File: config.mk
export PLATFORM = sky130hd
export DESIGN_NAME = rstgen_ce
export DESIGN_NICKNAME = d
export VERILOG_FILES = /design/src/rtl/rstgen_pkg.sv /design/src/rtl/rstgen_sync.sv /design/src/rtl/rstgen_fsm.sv /design/src/rtl/rstgen_ce_gate.sv /design/src/rtl/rstgen_ce.sv
export SDC_FILE = /design/constraint.sdc
export NUM_CORES = 1
export LEC_CHECK = 0
export CELL_PAD_IN_SITES_DETAIL_PLACEMENT = 1
export CELL_PAD_IN_SITES_GLOBAL_PLACEMENT = 1
export CORE_ASPECT_RATIO = 0.8
export CORE_MARGIN = 2
export CORE_UTILIZATION = 30
export CTS_CLUSTER_DIAMETER = 200
export DETAILED_ROUTE_END_ITERATION = 8
export DONT_BUFFER_PORTS = 1
export GPL_ROUTABILITY_DRIVEN = 0
export PLACE_DENSITY = 0.58
export SYNTH_ARGS = -nofsm -noshare
export SYNTH_HDL_FRONTEND = slang
export SYNTH_SLANG_ARGS = --single-unit
File: constraint.sdc
create_clock -name clk -period 2.2 [get_ports clk]
set_clock_uncertainty 0.15 [all_clocks]
set_input_delay 0 -clock clk [delete_from_list [all_inputs] [get_ports clk]]
set_output_delay 0 -clock clk [all_outputs]
set_load 0.03 [all_outputs]
File: src/rtl/rstgen_pkg.sv
package rstgen_pkg;
    typedef enum logic [1:0] {
        ST_ASSERT = 2'd0,
        ST_HOLD   = 2'd1,
        ST_RUN    = 2'd2
    } rst_state_e;

    typedef enum logic {
        G_IDLE = 1'b0,
        G_OPEN = 1'b1
    } grace_state_e;
endpackage

File: src/rtl/rstgen_sync.sv
module rstgen_sync #(
    parameter int STAGES    = 2,
    parameter bit RESET_VAL = 1'b0
) (
    input  logic clk,
    input  logic arst_n,
    input  logic d_i,
    output logic q_o
);
    logic [STAGES-1:0] chain_q;

    generate
        if (STAGES == 1) begin : g_single
            always_ff @(posedge clk or negedge arst_n) begin
                if (!arst_n) chain_q <= RESET_VAL;
                else         chain_q <= d_i;
            end
        end else begin : g_multi
            always_ff @(posedge clk or negedge arst_n) begin
                if (!arst_n) chain_q <= {STAGES{RESET_VAL}};
                else         chain_q <= {chain_q[STAGES-2:0], d_i};
            end
        end
    endgenerate

    assign q_o = chain_q[STAGES-1];
endmodule

File: src/rtl/rstgen_fsm.sv
module rstgen_fsm
    import rstgen_pkg::*;
#(
    parameter int HOLD_CYCLES = 8
) (
    input  logic clk,
    input  logic arst_n,
    input  logic supply_low_s,
    input  logic mr_low_s,
    input  logic pf_low_s,
    output logic rst_active,
    output logic assert_now
);
    localparam int CNT_W = $clog2(HOLD_CYCLES + 1);
    localparam int HALF  = HOLD_CYCLES / 2;

    rst_state_e       state_q, state_d;
    logic [CNT_W-1:0] cnt_q, cnt_d;
    logic             mr_masked, cause;

    assign mr_masked = pf_low_s && (state_q == ST_HOLD) && (cnt_q < CNT_W'(HALF));
    assign cause     = supply_low_s || (mr_low_s && !mr_masked);

    always_comb begin
        state_d = state_q;
        cnt_d   = cnt_q;
        unique case (state_q)
            ST_ASSERT: begin
                cnt_d = '0;
                if (!cause) state_d = ST_HOLD;
            end
            ST_HOLD: begin
                if (cause) begin
                    state_d = ST_ASSERT;
                    cnt_d   = '0;
                end else if (cnt_q == CNT_W'(HOLD_CYCLES - 1)) begin
                    state_d = ST_RUN;
                    cnt_d   = '0;
                end else begin
                    cnt_d = cnt_q + 1'b1;
                end
            end
            ST_RUN: begin
                if (cause) state_d = ST_ASSERT;
            end
            default: begin
                state_d = ST_ASSERT;
                cnt_d   = '0;
            end
        endcase
    end

    always_ff @(posedge clk or negedge arst_n) begin
        if (!arst_n) begin
            state_q <= ST_HOLD;
            cnt_q   <= '0;
        end else begin
            state_q <= state_d;
            cnt_q   <= cnt_d;
        end
    end

    always_comb begin
        rst_active = (state_q != ST_RUN);
        assert_now = (state_q == ST_RUN) && cause;
    end
endmodule

File: src/rtl/rstgen_ce_gate.sv
module rstgen_ce_gate
    import rstgen_pkg::*;
#(
    parameter int GRACE_CYCLES = 4
) (
    input  logic clk,
    input  logic arst_n,
    input  logic assert_now,
    input  logic rst_active,
    input  logic ce_n_i,
    output logic ce_n_o
);
    localparam int GCNT_W = $clog2(GRACE_CYCLES + 1);

    grace_state_e      gstate_q, gstate_d;
    logic [GCNT_W-1:0] gcnt_q, gcnt_d;

    always_comb begin
        gstate_d = gstate_q;
        gcnt_d   = gcnt_q;
        unique case (gstate_q)
            G_IDLE: begin
                if (assert_now && !ce_n_i) begin
                    gstate_d = G_OPEN;
                    gcnt_d   = '0;
                end
            end
            G_OPEN: begin
                if (assert_now && !ce_n_i) begin
                    gcnt_d = '0;
                end else if (ce_n_i || gcnt_q == GCNT_W'(GRACE_CYCLES - 1)) begin
                    gstate_d = G_IDLE;
                    gcnt_d   = '0;
                end else begin
                    gcnt_d = gcnt_q + 1'b1;
                end
            end
            default: gstate_d = G_IDLE;
        endcase
    end

    always_ff @(posedge clk or negedge arst_n) begin
        if (!arst_n) begin
            gstate_q <= G_IDLE;
            gcnt_q   <= '0;
        end else begin
            gstate_q <= gstate_d;
            gcnt_q   <= gcnt_d;
        end
    end

    always_comb begin
        ce_n_o = ce_n_i || (rst_active && (gstate_q != G_OPEN));
    end
endmodule

File: src/rtl/rstgen_ce.sv
module rstgen_ce #(
    parameter int HOLD_CYCLES  = 20_000_000,
    parameter int GRACE_CYCLES = 1_000,
    parameter int SYNC_STAGES  = 2
) (
    input  logic clk,
    input  logic arst_n,
    input  logic supply_low_i,
    input  logic mr_n_i,
    input  logic pf_low_i,
    input  logic ce_n_i,
    output logic rst_n_o,
    output logic rst_o,
    output logic ce_n_o
);
    logic supply_low_s, mr_n_s, pf_low_s;
    logic rst_active, assert_now;

    rstgen_sync #(.STAGES(SYNC_STAGES), .RESET_VAL(1'b1)) u_sync_supply (
        .clk(clk), .arst_n(arst_n), .d_i(supply_low_i), .q_o(supply_low_s));
    rstgen_sync #(.STAGES(SYNC_STAGES), .RESET_VAL(1'b1)) u_sync_mr (
        .clk(clk), .arst_n(arst_n), .d_i(mr_n_i), .q_o(mr_n_s));
    rstgen_sync #(.STAGES(SYNC_STAGES), .RESET_VAL(1'b0)) u_sync_pf (
        .clk(clk), .arst_n(arst_n), .d_i(pf_low_i), .q_o(pf_low_s));

    rstgen_fsm #(.HOLD_CYCLES(HOLD_CYCLES)) u_fsm (
        .clk(clk), .arst_n(arst_n),
        .supply_low_s(supply_low_s), .mr_low_s(!mr_n_s), .pf_low_s(pf_low_s),
        .rst_active(rst_active), .assert_now(assert_now));

    rstgen_ce_gate #(.GRACE_CYCLES(GRACE_CYCLES)) u_gate (
        .clk(clk), .arst_n(arst_n),
        .assert_now(assert_now), .rst_active(rst_active),
        .ce_n_i(ce_n_i), .ce_n_o(ce_n_o));

    assign rst_n_o = !rst_active;
    assign rst_o   = rst_active;
endmodule

* Word-level counts from Yosys, hierarchy flattened
Cells that the tools add are included.
Storage, ports and cells: output and inout port bits 3, logic and storage cells 51, register bits after elaboration 44
Operators by class: reduce and logical (&&, ||, !) cells 15, muxes and demuxes 16, equal/unequal tests 9, $lt $le $gt $ge 1, bitwise operators 1, $add $sub $neg 2
Operators with widths (count):
- 25-bit 2-to-1 mux | 2
- 25-bit one-hot mux with 2 select lines | 1
- 10-bit 2-to-1 mux | 3
- 25-bit by 1-bit adder with 25-bit output (second input constant) | 1
- 25-bit equality test (second input constant) | 1
- 25-bit by 24-bit < comparator with 1-bit output (second input constant) | 1
- 10-bit one-hot mux with 2 select lines | 1
- 10-bit by 1-bit adder with 10-bit output (second input constant) | 1
- 10-bit equality test (second input constant) | 1
- 2-bit 2-to-1 mux | 4
- 1-bit logical AND | 6
- 2-bit one-hot mux with 3 select lines | 1
- 1-bit logical NOT | 4
- 2-bit by 1-bit != test with 1-bit output (second input constant) | 2
- 2-bit != test (second input constant) | 2
- 1-bit logical OR | 3
- 1-bit 2-to-1 mux | 3
- 3-bit by 2-bit != test with 1-bit output (second input constant) | 1
- 3-bit AND reduction | 1
- 2-bit by 1-bit equality test with 1-bit output (second input constant) | 1
- 2-bit equality test (second input constant) | 1
- 2-bit logical NOT | 1
- 1-bit one-hot mux with 2 select lines | 1
- 1-bit inverter | 1

* Longest topological paths before layout
Gate-level depths: netlist of the first run.
word-level depth 10, gate-level depth with buffers 7, mapped depth without buffers 6

* Hierarchy
Synthesis of the first run repeated with hierarchy kept, for this count alone.
Unflattened totals: cells, all modules 231, area, all modules 2341.0 µm²
By module, submodules not included:
- rstgen_fsm | area each 1522.7 µm², times used 1, sequential area each 676.9 µm², cells an instance 156
- rstgen_ce_gate | area each 655.6 µm², times used 1, sequential area each 275.3 µm², cells an instance 67
- rstgen_sync at u_sync_mr ... | area each 52.6 µm², times used 2, sequential area each 52.6 µm², cells an instance 2
- rstgen_sync at u_sync_pf | area each 50.0 µm², times used 1, sequential area each 50.0 µm², cells an instance 2
- rstgen_ce | area each 7.5 µm², times used 1, sequential area each 0.0 µm², cells an instance 2

* Worst setup path after synthesis of the first run
No wires, ideal clock.
path type register to register, from register u_fsm.state_q[0], to register u_fsm.cnt_q[21], library setup time 0.150 ns, stages on the path, launching flop included 8, arrival time 1.689 ns, clock period less this slack 1.989 ns, slack 0.211 ns, path buffers 1, cell sequence dfstp_2 nand2b_2 inv_2 or3b_1 buf_6 nor4_2 xnor2_1 a21oi_2
Between the ends: cells in the longest elaborated chain, start to end 8
RTL lines:
- start, declared | RTL line rstgen_fsm.sv:17 | rst_state_e state_q, state_d;
- start signal, assigned | RTL line rstgen_fsm.sv:58 | state_q <= state_d;
- 2-bit by 1-bit equality test with 1-bit output | RTL line rstgen_fsm.sv:21, rstgen_fsm.sv:27
- 1-bit logical AND (2 in a row) | RTL line rstgen_fsm.sv:21 | assign mr_masked = pf_low_s && (state_q == ST_HOLD) && (cnt_q < CNT_W'(HALF));
- 1-bit logical NOT | RTL line rstgen_fsm.sv:22 | assign cause = supply_low_s || (mr_low_s && !mr_masked);
- 1-bit logical AND | RTL line rstgen_fsm.sv:22
- 1-bit logical OR | RTL line rstgen_fsm.sv:22
- 25-bit 2-to-1 mux | RTL line rstgen_fsm.sv:33 | if (cause) begin
- 25-bit one-hot mux with 2 select lines | RTL line rstgen_fsm.sv:27 | unique case (state_q)
- end signal, assigned | RTL line rstgen_fsm.sv:59 | cnt_q <= cnt_d;
- end, declared | RTL line rstgen_fsm.sv:18 | logic [CNT_W-1:0] cnt_q, cnt_d;
Several ways; a longest one is shown, not always the timed one. A chain may end at the register's enable or synchronous reset.

* Worst setup path in the final report of the first run
from register u_fsm.state_q[0], to register u_fsm.cnt_q[19]
Same word-level chain as after synthesis.

==> results.py, run 1 <==
metrics = {
    "grt": {
        "grt_use_total_pct": 16.5,
        "grt_pass1_wl_um": 11600,
        "grt_max_degree": 45,
        "antenna_found_initial": 0,
        "grt_overflow": 0,
        "grt_pass1_vias": 2160,
    },
    "route": {
        "drc_errors": 0,
        "drt_iter0_markers": 153,
        "ant_nets": 0,
        "avgRoutedWirePerCell_um": 17.1,
        "drt_wl_total_um": 6710,
        "vias": 2044,
        "dr.pass1.iters": 4,
        "via_per_inst": 5.21,
    },
    "floorplan": {
        "fp.dieW_um": 106,
        "initial_core_util_pct": 31.1,
        "die_area_um2": 9030,
        "core_um2": 7980,
        "die_h_um": 85.4,
        "rows": 29,
        "ios": 9,
    },
    "worst_setup_path": {
        "r2r_slack_ns": 0.09,
        "cp-start-kind": "register",
        "required_ns": 2.23,
        "arrival_ns": 2.14,
        "crit_path_end_kind": "register",
        "crit_fanout": 10,
        "worstSetupPathType": "register to register",
    },
    "clock_tree": {
        "clock_path_buffers": 2,
        "cts_tree": "yes",
        "clk_latency_ns": 0.31,
        "cts_sinks": 44,
        "cts_buffers": 5,
        "clockRootBuffer": "clkbuf_8",
        "clkSlewWorstSetupHoldPaths_ns": 0.09,
        "cts-htree-levels": 2,
    },
    "logic_synthesis": {
        "synth.area.top_cells": "dfrtp_1, xnor2_1, dfstp_2",
        "ys_seq_area_share_pct": 44.6,
        "syn_avg_cell_area_um2": 9.67,
        "synthCells": 257,
        "async_flop_share_pct": 100,
        "synth_ff_type": "dfrtp_1",
        "yosysTopAreaCell": "dfrtp_1",
        "yosysUniqueCellTypes": 54,
        "syn_nets": 265,
        "netlist_area_um2": 2480,
        "post-synth-top-count-cell": "dfrtp_1",
        "synth-edff-count": 0,
        "synthTopCellsByCount": "dfrtp_1, nand2_1, a21oi_1",
        "synth_top_area_share_pct": 39.3,
        "synth_warnings": 0,
        "synth-seq-cells": 44,
    },
    "finish": {
        "postLayoutCoreUtil_pct": 37.7,
        "n_antenna_cell": 0,
        "final_cells": 392,
        "drive_gt1_share_pct": 22.5,
        "syn2layout_area_growth_pct": 21.0,
        "nNetsFinal": 291,
    },
    "placed_design": {
        "dp_worst_setup_slack_ns": 0.0308,
        "port_buffers": 0,
        "dp_cells": 376,
        "dpl.hpwl_um": 4710,
    },
    "power_and_ir_drop": {
        "leakagePower_nw": 1.17,
        "internal_power_w": 0.00125,
        "ir_worst_vdd_mv": 0.234,
        "power.switching_w": 0.000345,
        "p_clk_share_pct": 43.8,
        "combPwrFrac_pct": 4.2,
        "p_sw_share_pct": 21.6,
        "seqPwrFrac_pct": 52.1,
        "p_per_area_nw_per_um2": 531,
    },
    "timing": {
        "slew_headroom_pct": 62.5,
        "period_needed_ns": 2.11,
        "maxSlewViolCount": 0,
        "layout_setup_ws_ns": 0.0931,
        "hold_slack_ns": 0.0395,
        "fmax_mhz": 475,
        "setup_viol": 0,
        "rsz0062_at_grt": "yes",
        "hold_violations": 0,
        "period_share_pct": 95.8,
        "worstMarginPinSlew_ns": 0.562,
    },
    "hold_path": {
        "hp-class": "primary input to asynchronous set/reset pin",
    },
    "outcome": {
        "outcome": "complete, no violations",
    },
    "job": {
        "drv_cap": 0,
    },
}
==> layout make-up <==
| class | count | area [µm²] |
|---|---|---|
| Timing Repair Buffer | 33 | 288 |
| Clock buffer | 7 | 96.3 |
| Tap cell | 108 | 135 |
| Sequential cell | 44 | 1110 |
| Fill cell | 926 | 4980 |
| Multi-Input combinational cell | 192 | 1320 |
| Inverter | 7 | 26.3 |
| Clock inverter | 1 | 30.0 |
==> kinds of logic (layout without fill, tap and decap cells) <==
family	after synthesis	in the layout	share of synthesized area (%)
AO/OA/AOI/OAI	60	60	16.7
XOR/XNOR	16	16	5.64
adder cells (fa/ha/maj)	2	2	1.01
buffers and inverters	21	48	4.33
flip-flops	44	44	44.6
multiplexers	2	2	0.856
AND/OR/NAND/NOR	112	112	26.9
==> power groups by stage <==
stage | combinational (W) | sequential (W) | clock, W
4_1_cts | 0.0000686 | 0.000831 | 0.000730
3_3_place_gp | 0.0000355 | 0.000847 | 0
2_1_floorplan | 0.0000264 | 0.000844 | 0
3_5_place_dp | 0.0000362 | 0.000847 | 0
6_report | 0.0000663 | 0.000831 | 0.000698
5_1_grt | 0.0000754 | 0.000833 | 0.000767
==> final timing paths <==
path / from / endpoint / cells after the start
max reg2reg: u_fsm.state_q[0] / u_fsm.cnt_q[19] / 7
min: arst_n / u_fsm.state_q[1] / 2
max in group asynchronous: arst_n / u_sync_mr.chain_q[0] / 2
min reg2reg: u_sync_pf.chain_q[0] / u_sync_pf.chain_q[1] / 0
max: u_fsm.state_q[0] / u_fsm.cnt_q[19] / 7
min in group clk: mr_n_i / u_sync_mr.chain_q[0] / 1
==> placed cells by master, fill, tap and decap left out, drive strengths merged, types with 3 or more instances in the layout <==
cell,Yosys,layout
dfrtp,39,39
buf,9,28
a21oi,26,26
nand2,25,25
nor2,17,17
xnor2,16,16
nand3,13,13
nor3,11,11
nand4,10,10
nor4,10,10
o21ai,8,8
clkbuf,5,7
inv,7,7
and3,6,6
dlygate4sd3,0,5
dfstp,5,5
nand2b,5,5
o211ai,4,4
a311oi,4,4
nor2b,3,3
a41oi,3,3
nand4b,3,3
a211oi,3,3
and4,3,3
==> state kept, by name, indices dropped and copies added (netlist names) <==
register / count
u_sync_pf.chain_q: 2
u_fsm.cnt_q: 25
u_gate.gcnt_q: 10
u_sync_mr.chain_q: 2
u_fsm.state_q: 2
u_sync_supply.chain_q: 2
u_gate.gstate_q: 1
==> repair_timing <==
action,CTS,global route
hold endpoints to repair,52,0
setup buffers,0,2
resized for setup,0,11
hold buffers,6,0
setup endpoints to repair,0,19
==> stage by stage <==
stage               area (µm²)  setup TNS [ns]  total power [W]
finish                    3010               0          0.00160
global placement          2730               0         0.000882
detailed placement        2730               0         0.000883
floorplan                 2480               0         0.000870
global route              3010         -0.0497          0.00168
CTS                       2930               0          0.00163
==> layer usage <==
| layer | GRT usage, % | wire (µm) | up-vias |
|---|---|---|---|
| li1 | - | - | 1000 |
| met1 | 26.0 | 3800 | 1022 |
| met2 | 22.6 | 2710 | 14 |
| met3 | 2.92 | 122 | 8 |
| met4 | 5.38 | 76 | 0 |
| met5 | 0 | 0 | - |
==> worst max-delay path: stages, from the launching register on <==
cell and delay [ns]:
dfstp_2 0.57, nand2b_4 0.16, inv_2 0.04, or3b_4 0.39
buf_8 0.16, nor4_4 0.27, xnor2_1 0.17, a21oi_2 0.05
Power figures use the tool's default switching activity.
==> run 2: changes to the inputs <==
--- a/config.mk
+++ b/config.mk
@@ -9,12 +9,12 @@
 export CELL_PAD_IN_SITES_GLOBAL_PLACEMENT = 1
 export CORE_ASPECT_RATIO = 0.8
 export CORE_MARGIN = 2
-export CORE_UTILIZATION = 30
+export CORE_UTILIZATION = 28
 export CTS_CLUSTER_DIAMETER = 200
 export DETAILED_ROUTE_END_ITERATION = 8
 export DONT_BUFFER_PORTS = 1
 export GPL_ROUTABILITY_DRIVEN = 0
-export PLACE_DENSITY = 0.58
+export PLACE_DENSITY = 0.55
 export SYNTH_ARGS = -nofsm -noshare
 export SYNTH_HDL_FRONTEND = slang
 export SYNTH_SLANG_ARGS = --single-unit
==> run 2 against run 1 <==
Effect of this change:
- largest power group unchanged
- sequential power is essentially flat
- total power down 3.4%
- final area down 1.6%
- hold slack better by 0.027 ns
- sequential share of layout area is 0.55 points higher
- global-route usage about the same
- wire length grew 9.2%
==> results.py, run 2 (synthesized netlist as in run 1, its figures left out) <==
metrics = {
    "grt": {
        "grt_max_degree": 45,
        "grt_use_total_pct": 16.5,
        "antenna_found_initial": 0,
        "grt_pass1_vias": 2140,
        "grt_pass1_wl_um": 11900,
        "grt_overflow": 0,
    },
    "floorplan": {
        "ios": 9,
        "die_area_um2": 9650,
        "initial_core_util_pct": 29.0,
        "fp.dieW_um": 109,
        "rows": 30,
        "die_h_um": 88.3,
        "core_um2": 8560,
    },
    "finish": {
        "largest_reg_flops": 25,
        "drive_gt1_share_pct": 21.2,
        "n_antenna_cell": 0,
        "nNetsFinal": 290,
        "syn2layout_area_growth_pct": 19.1,
        "most-common-layout-cells": "dfrtp_1, buf_4, nand2_1",
        "top_register": "u_fsm.cnt_q",
        "final_cells": 395,
        "final_cell_area_um2": 2960,
        "top_regs": "u_fsm.cnt_q x25, u_gate.gcnt_q x10",
        "final_common_cell": "dfrtp_1",
    },
    "timing": {
        "layout_setup_ws_ns": 0.0755,
        "fmax_mhz": 471,
        "hold_violations": 0,
        "setup_tns_ns": 0,
        "slew_headroom_pct": 66.0,
        "maxSlewViolCount": 0,
        "period_needed_ns": 2.12,
        "worstMarginPinSlew_ns": 0.509,
        "period_share_pct": 96.6,
        "setup_viol": 0,
    },
    "route": {
        "drt_wl_total_um": 7330,
        "via_per_inst": 5.31,
        "vias": 2096,
        "ant_nets": 0,
        "drc_errors": 0,
        "dr.pass1.iters": 4,
        "drt_iter0_markers": 65,
        "avgRoutedWirePerCell_um": 18.6,
    },
    "hold_path": {
        "hp-class": "primary input to asynchronous set/reset pin",
    },
    "power_and_ir_drop": {
        "combPwrFrac_pct": 4.5,
        "ir_worst_vdd_mv": 0.209,
        "leakagePower_nw": 1.11,
        "p_sw_share_pct": 23.0,
        "p_clk_share_pct": 41.7,
        "p_total_w": 0.00154,
        "internal_power_w": 0.00119,
        "p_per_area_nw_per_um2": 521,
        "seqPwrFrac_pct": 53.9,
        "power.switching_w": 0.000354,
    },
    "worst_setup_path": {
        "crit_fanout": 10,
        "required_ns": 2.24,
        "cp-start-kind": "register",
        "worstSetupPathType": "register to register",
        "reg2reg_depth": 7,
        "max_stage_delay_ns": 0.55,
        "crit_path_end_kind": "register",
        "worstPathCellList": "nand2b_2 -> inv_2 -> or3b_1 -> buf_4 -> nor4_2 -> xnor2_1 -> a21oi_2",
        "arrival_ns": 2.16,
        "critPathSlowestCell": "dfstp_2",
    },
    "clock_tree": {
        "clkSlewWorstSetupHoldPaths_ns": 0.09,
        "clockRootBuffer": "clkbuf_8",
        "cts_sinks": 44,
        "cts_buffers": 5,
        "clock_path_buffers": 2,
        "cts_tree": "yes",
        "cts-htree-levels": 2,
        "clk_latency_ns": 0.31,
    },
    "placed_design": {
        "port_buffers": 0,
        "dp_cells": 380,
        "dpl.hpwl_um": 4880,
        "place_area_um2": 2730,
        "dp_worst_setup_slack_ns": 0.0715,
    },
    "outcome": {
        "outcome": "complete, no violations",
    },
    "job": {
        "drv_cap": 0,
    },
}
run 2: layer usage:
| metal | track usage, % | vias to the layer above | share of wire, % |
|---|---|---|---|
| met3 | 3.31 | 10 | 3.2 |
| li1 | - | 996 | - |
| met1 | 24.9 | 1065 | 52 |
| met4 | 4.83 | 0 | 1.3 |
| met5 | 0 | - | 0 |
| met2 | 23.7 | 25 | 43 |
run 2: layout make-up:
| class | instances | area, µm² |
|---|---|---|
| clock inverter | 2 | 35.0 |
| inverter | 7 | 26.3 |
| clock buffer | 6 | 72.6 |
| sequential | 44 | 1110 |
| multi-input combinational | 192 | 1310 |
| fill | 995 | 5600 |
| timing repair buffer | 32 | 273 |
| tap | 112 | 140 |
run 2: stage by stage:
step / utilization [%] / hold WS (ns)
after floorplan: - / -0.446
after global placement: 31.9 / -0.443
after detailed placement: 31.9 / -0.443
after CTS: 34.2 / 0.0616
after global routing: 34.6 / 0.0789
final: 34.6 / 0.0661
run 2: path summary, 6_finish.rpt:
path                                             to                      from  slack (ns)
max in group asynchronous      u_sync_mr.chain_q[1]                    arst_n        1.57
min in group clk               u_sync_mr.chain_q[0]                    mr_n_i        0.07
setup reg to reg                    u_fsm.cnt_q[23]          u_fsm.state_q[0]        0.08
setup / recovery                    u_fsm.cnt_q[23]          u_fsm.state_q[0]        0.08
hold / removal                       u_fsm.cnt_q[3]                    arst_n        0.07
hold reg to reg            u_sync_supply.chain_q[1]  u_sync_supply.chain_q[0]        0.21
run 2: timing repair:
| item | in CTS | in global routing |
|---|---|---|
| setup endpoints to repair | 1 | 16 |
| buffers inserted | 0 | 1 |
| hold buffers | 6 | 0 |
| resized for setup | 1 | 4 |
| endpoints found under the hold margin | 56 | 0 |
| pin swaps | 0 | 2 |
run 2: worst max-delay path, delay by kind of cell (launching register included):
kind,cells,cell delay (ns)
flops,1,0.55
simple gates,3,0.83
buf+inv,2,0.25
compound gates,1,0.04
xor+xnor,1,0.17
run 2: power groups by stage:
stage | Sequential [W] | Combinational [W] | Clock (W)
4_1_cts | 0.000831 | 0.0000687 | 0.000670
5_1_grt | 0.000832 | 0.0000776 | 0.000695
6_report | 0.000831 | 0.0000686 | 0.000642
3_5_place_dp | 0.000847 | 0.0000361 | 0
2_1_floorplan | 0.000844 | 0.0000264 | 0
3_3_place_gp | 0.000846 | 0.0000348 | 0
==> run 3: changes to the inputs <==
--- a/config.mk
+++ b/config.mk
@@ -5,6 +5,7 @@
 export SDC_FILE = /design/constraint.sdc
 export NUM_CORES = 1
 export LEC_CHECK = 0
+export ABC_AREA = 1
 export CELL_PAD_IN_SITES_DETAIL_PLACEMENT = 1
 export CELL_PAD_IN_SITES_GLOBAL_PLACEMENT = 1
 export CORE_ASPECT_RATIO = 0.8
@@ -14,7 +15,7 @@
 export DETAILED_ROUTE_END_ITERATION = 8
 export DONT_BUFFER_PORTS = 1
 export GPL_ROUTABILITY_DRIVEN = 0
-export PLACE_DENSITY = 0.55
+export PLACE_DENSITY = 0.58
 export SYNTH_ARGS = -nofsm -noshare
 export SYNTH_HDL_FRONTEND = slang
 export SYNTH_SLANG_ARGS = --single-unit
==> constraint.sdc (replaced) <==
create_clock -name clk -period 2.6 [get_ports clk]
set_clock_uncertainty 0.15 [all_clocks]
set_input_delay 0 -clock clk [delete_from_list [all_inputs] [get_ports clk]]
set_output_delay 0 -clock clk [all_outputs]
set_load 0.03 [all_outputs]
==> run 3 against run 2 <==
Effect of this change:
- highest routed layer unchanged
- global-route usage up 0.92 points
- largest cell class unchanged
- via count rose by 25%
- sequential power down 16%
- maximum frequency decreased by 4.7%
- utilization down 1.3 points
- total power is 0.97% lower
==> results.py, run 3 <==
metrics = {
    "outcome": {
        "outcome": "complete, no violations",
    },
    "route": {
        "avgRoutedWirePerCell_um": 15.7,
        "drt_iter0_markers": 103,
        "drc_errors": 0,
        "ant_nets": 0,
        "vias": 2624,
        "dr.pass1.iters": 4,
        "via_per_inst": 4.75,
        "drt_wl_total_um": 8670,
    },
    "timing": {
        "maxSlewViolCount": 0,
        "hold_violations": 0,
        "fmax_mhz": 449,
        "slew_headroom_pct": 61.0,
        "period_share_pct": 85.7,
        "setup_viol": 0,
        "worstMarginPinSlew_ns": 0.583,
        "setup_tns_ns": 0,
        "rsz0062_at_grt": "no",
        "period_needed_ns": 2.23,
    },
    "power_and_ir_drop": {
        "p_per_area_nw_per_um2": 472,
        "ir_worst_vdd_mv": 0.224,
        "leakagePower_nw": 1.48,
    },
    "worst_setup_path": {
        "required_ns": 2.64,
        "critPathLaunch": "u_fsm.cnt_q[0]",
        "r2r-end": "u_fsm.cnt_q[0]",
        "worstSetupPathType": "register to register",
        "arrival_ns": 2.26,
        "r2r_slack_ns": 0.37,
        "cp-start-kind": "register",
        "crit_path_end_kind": "register",
        "reg2reg_depth": 11,
        "r2r_start": "u_fsm.cnt_q[0]",
        "crit_fanout": 9,
    },
    "floorplan": {
        "ios": 9,
        "rows": 32,
        "initial_core_util_pct": 29.1,
        "core_um2": 9730,
        "die_area_um2": 10900,
        "die_h_um": 94.0,
        "fp.dieW_um": 116,
    },
    "placed_design": {
        "dpl.hpwl_um": 6410,
        "port_buffers": 0,
    },
    "finish": {
        "postLayoutCoreUtil_pct": 33.2,
        "final_common_cell": "nand2_1",
        "n_antenna_cell": 0,
        "nNetsFinal": 423,
        "most-common-layout-cells": "nand2_1, nor2_1, nand3_1",
        "fill_cells": 1210,
        "largest_reg_flops": 25,
        "top_register": "u_fsm.cnt_q",
        "drive_gt1_share_pct": 8.41,
        "syn2layout_area_growth_pct": 14.1,
        "top_regs": "u_fsm.cnt_q x25, u_gate.gcnt_q x10",
    },
    "logic_synthesis": {
        "synth-seq-cells": 44,
        "netlist_area_um2": 2830,
        "synth.area.top_cells": "dfrtp_1, nand2_1, nor2_1",
        "syn_avg_cell_area_um2": 6.96,
        "async_flop_share_pct": 100,
        "synth_top_area_share_pct": 34.4,
        "synthCells": 407,
        "syn_nets": 415,
        "synthTopCellsByCount": "nand2_1, nor2_1, nand3_1",
        "synth-edff-count": 0,
        "ys_seq_area_share_pct": 39.1,
        "yosysTopAreaCell": "dfrtp_1",
        "synth_warnings": 0,
        "post-synth-top-count-cell": "nand2_1",
        "yosysUniqueCellTypes": 37,
        "synth_ff_type": "dfrtp_1",
    },
    "grt": {
        "grt_max_degree": 45,
        "grt_use_total_pct": 17.4,
        "grt_pass1_wl_um": 14400,
        "antenna_found_initial": 0,
        "grt_pass1_vias": 2684,
        "grt_overflow": 0,
    },
    "job": {
        "drv_cap": 0,
    },
    "hold_path": {
        "hp-class": "primary input to asynchronous set/reset pin",
    },
    "clock_tree": {
        "clockRootBuffer": "clkbuf_16",
        "clock_path_buffers": 2,
        "cts-htree-levels": 2,
        "cts_buffers": 5,
        "cts_tree": "yes",
        "cts_sinks": 44,
        "clkSlewWorstSetupHoldPaths_ns": 0.06,
        "clk_latency_ns": 0.29,
    },
}
==> run 3: cell types whose count changed in the layout (fill, tap and decap cells not counted), sizes merged, moves of 20 or more <==
cell,delta
nand2,+100
nor2,+46
buf,-20
inv,+36
a21oi,-21
nand3,+30
==> run 3: repair_timing <==
action / 4_1_cts / 5_1_grt
resized for setup: 0 / 0
hold buffers: 6 / 0
setup buffers: 0 / 0
endpoints found under the hold margin: 58 / 0
==> run 3: worst max path at each step <==
stage | cells past startpoint | end | slack, ns
final | 11 | u_fsm.cnt_q[0] | 0.37
after global routing | 11 | u_fsm.cnt_q[1] | 0.14
after CTS | 11 | u_fsm.cnt_q[7] | 0.37
after detailed placement | 11 | u_fsm.cnt_q[7] | 0.40
after global placement | 10 | u_gate.gcnt_q[8] | 0.49
after floorplan | 11 | u_fsm.cnt_q[0] | 0.74
==> run 3: final cells by class <==
| type | count | area (µm²) | share of cell area (%) |
|---|---|---|---|
| well taps | 136 | 170 | 5.26 |
| clock inverters | 2 | 38.8 | 1.20 |
| multi-input cells | 309 | 1490 | 46.2 |
| inverters | 43 | 161 | 4.99 |
| flip-flops and latches | 44 | 1110 | 34.2 |
| repair buffers | 12 | 123 | 3.79 |
| clock buffers | 6 | 139 | 4.30 |
==> run 3: layer usage <==
| metal | track usage [%] | up-vias | share of wire (%) |
|---|---|---|---|
| met5 | 0 | - | 0 |
| met4 | 3.57 | 0 | 0.70 |
| met3 | 2.71 | 6 | 3.7 |
| met2 | 27.3 | 41 | 44 |
| met1 | 25.4 | 1265 | 51 |
| li1 | - | 1312 | - |
==> run 3: cells by family after synthesis <==
family          after synthesis  share of synthesized area, %
buf+inv                      54                          8.30
simple gates                268                          41.5
compound gates               21                          4.72
xor+xnor                     18                          5.56
fa+ha+maj                     2                         0.883
flops                        44                          39.1
==> run 3: critical path, cell delays in order (launching register included) <==
cell,delay (ns)
dfrtp_1,0.45
ha_1,0.34
nand3_2,0.15
inv_1,0.07
nand2_1,0.10
inv_2,0.11
nand4_2,0.08
nor2_2,0.24
buf_4,0.24
nor2_1,0.06
nand3_1,0.08
nand2_1,0.05
==> run 3: metrics by stage <==
step                power, W  cells  cell area [µm²]  hold slack, ns  setup slack, ns
floorplan           0.000738    407             2830          -0.446            0.744
global placement    0.000748    538             2980          -0.444            0.494
detailed placement  0.000748    538             2980          -0.444            0.395
CTS                  0.00155    552             3230          0.0849            0.372
global route         0.00158    552             3230          0.0895            0.140
finish               0.00153    552             3230          0.0684            0.372
==> run 3: power by group <==
part	total (W)	leakage (nW)	switching, W	internal, W
registers	0.000698	0.572	0.00000419	0.000694
logic	0.0000609	0.822	0.0000443	0.0000166
clock network	0.000768	0.0871	0.000286	0.000482
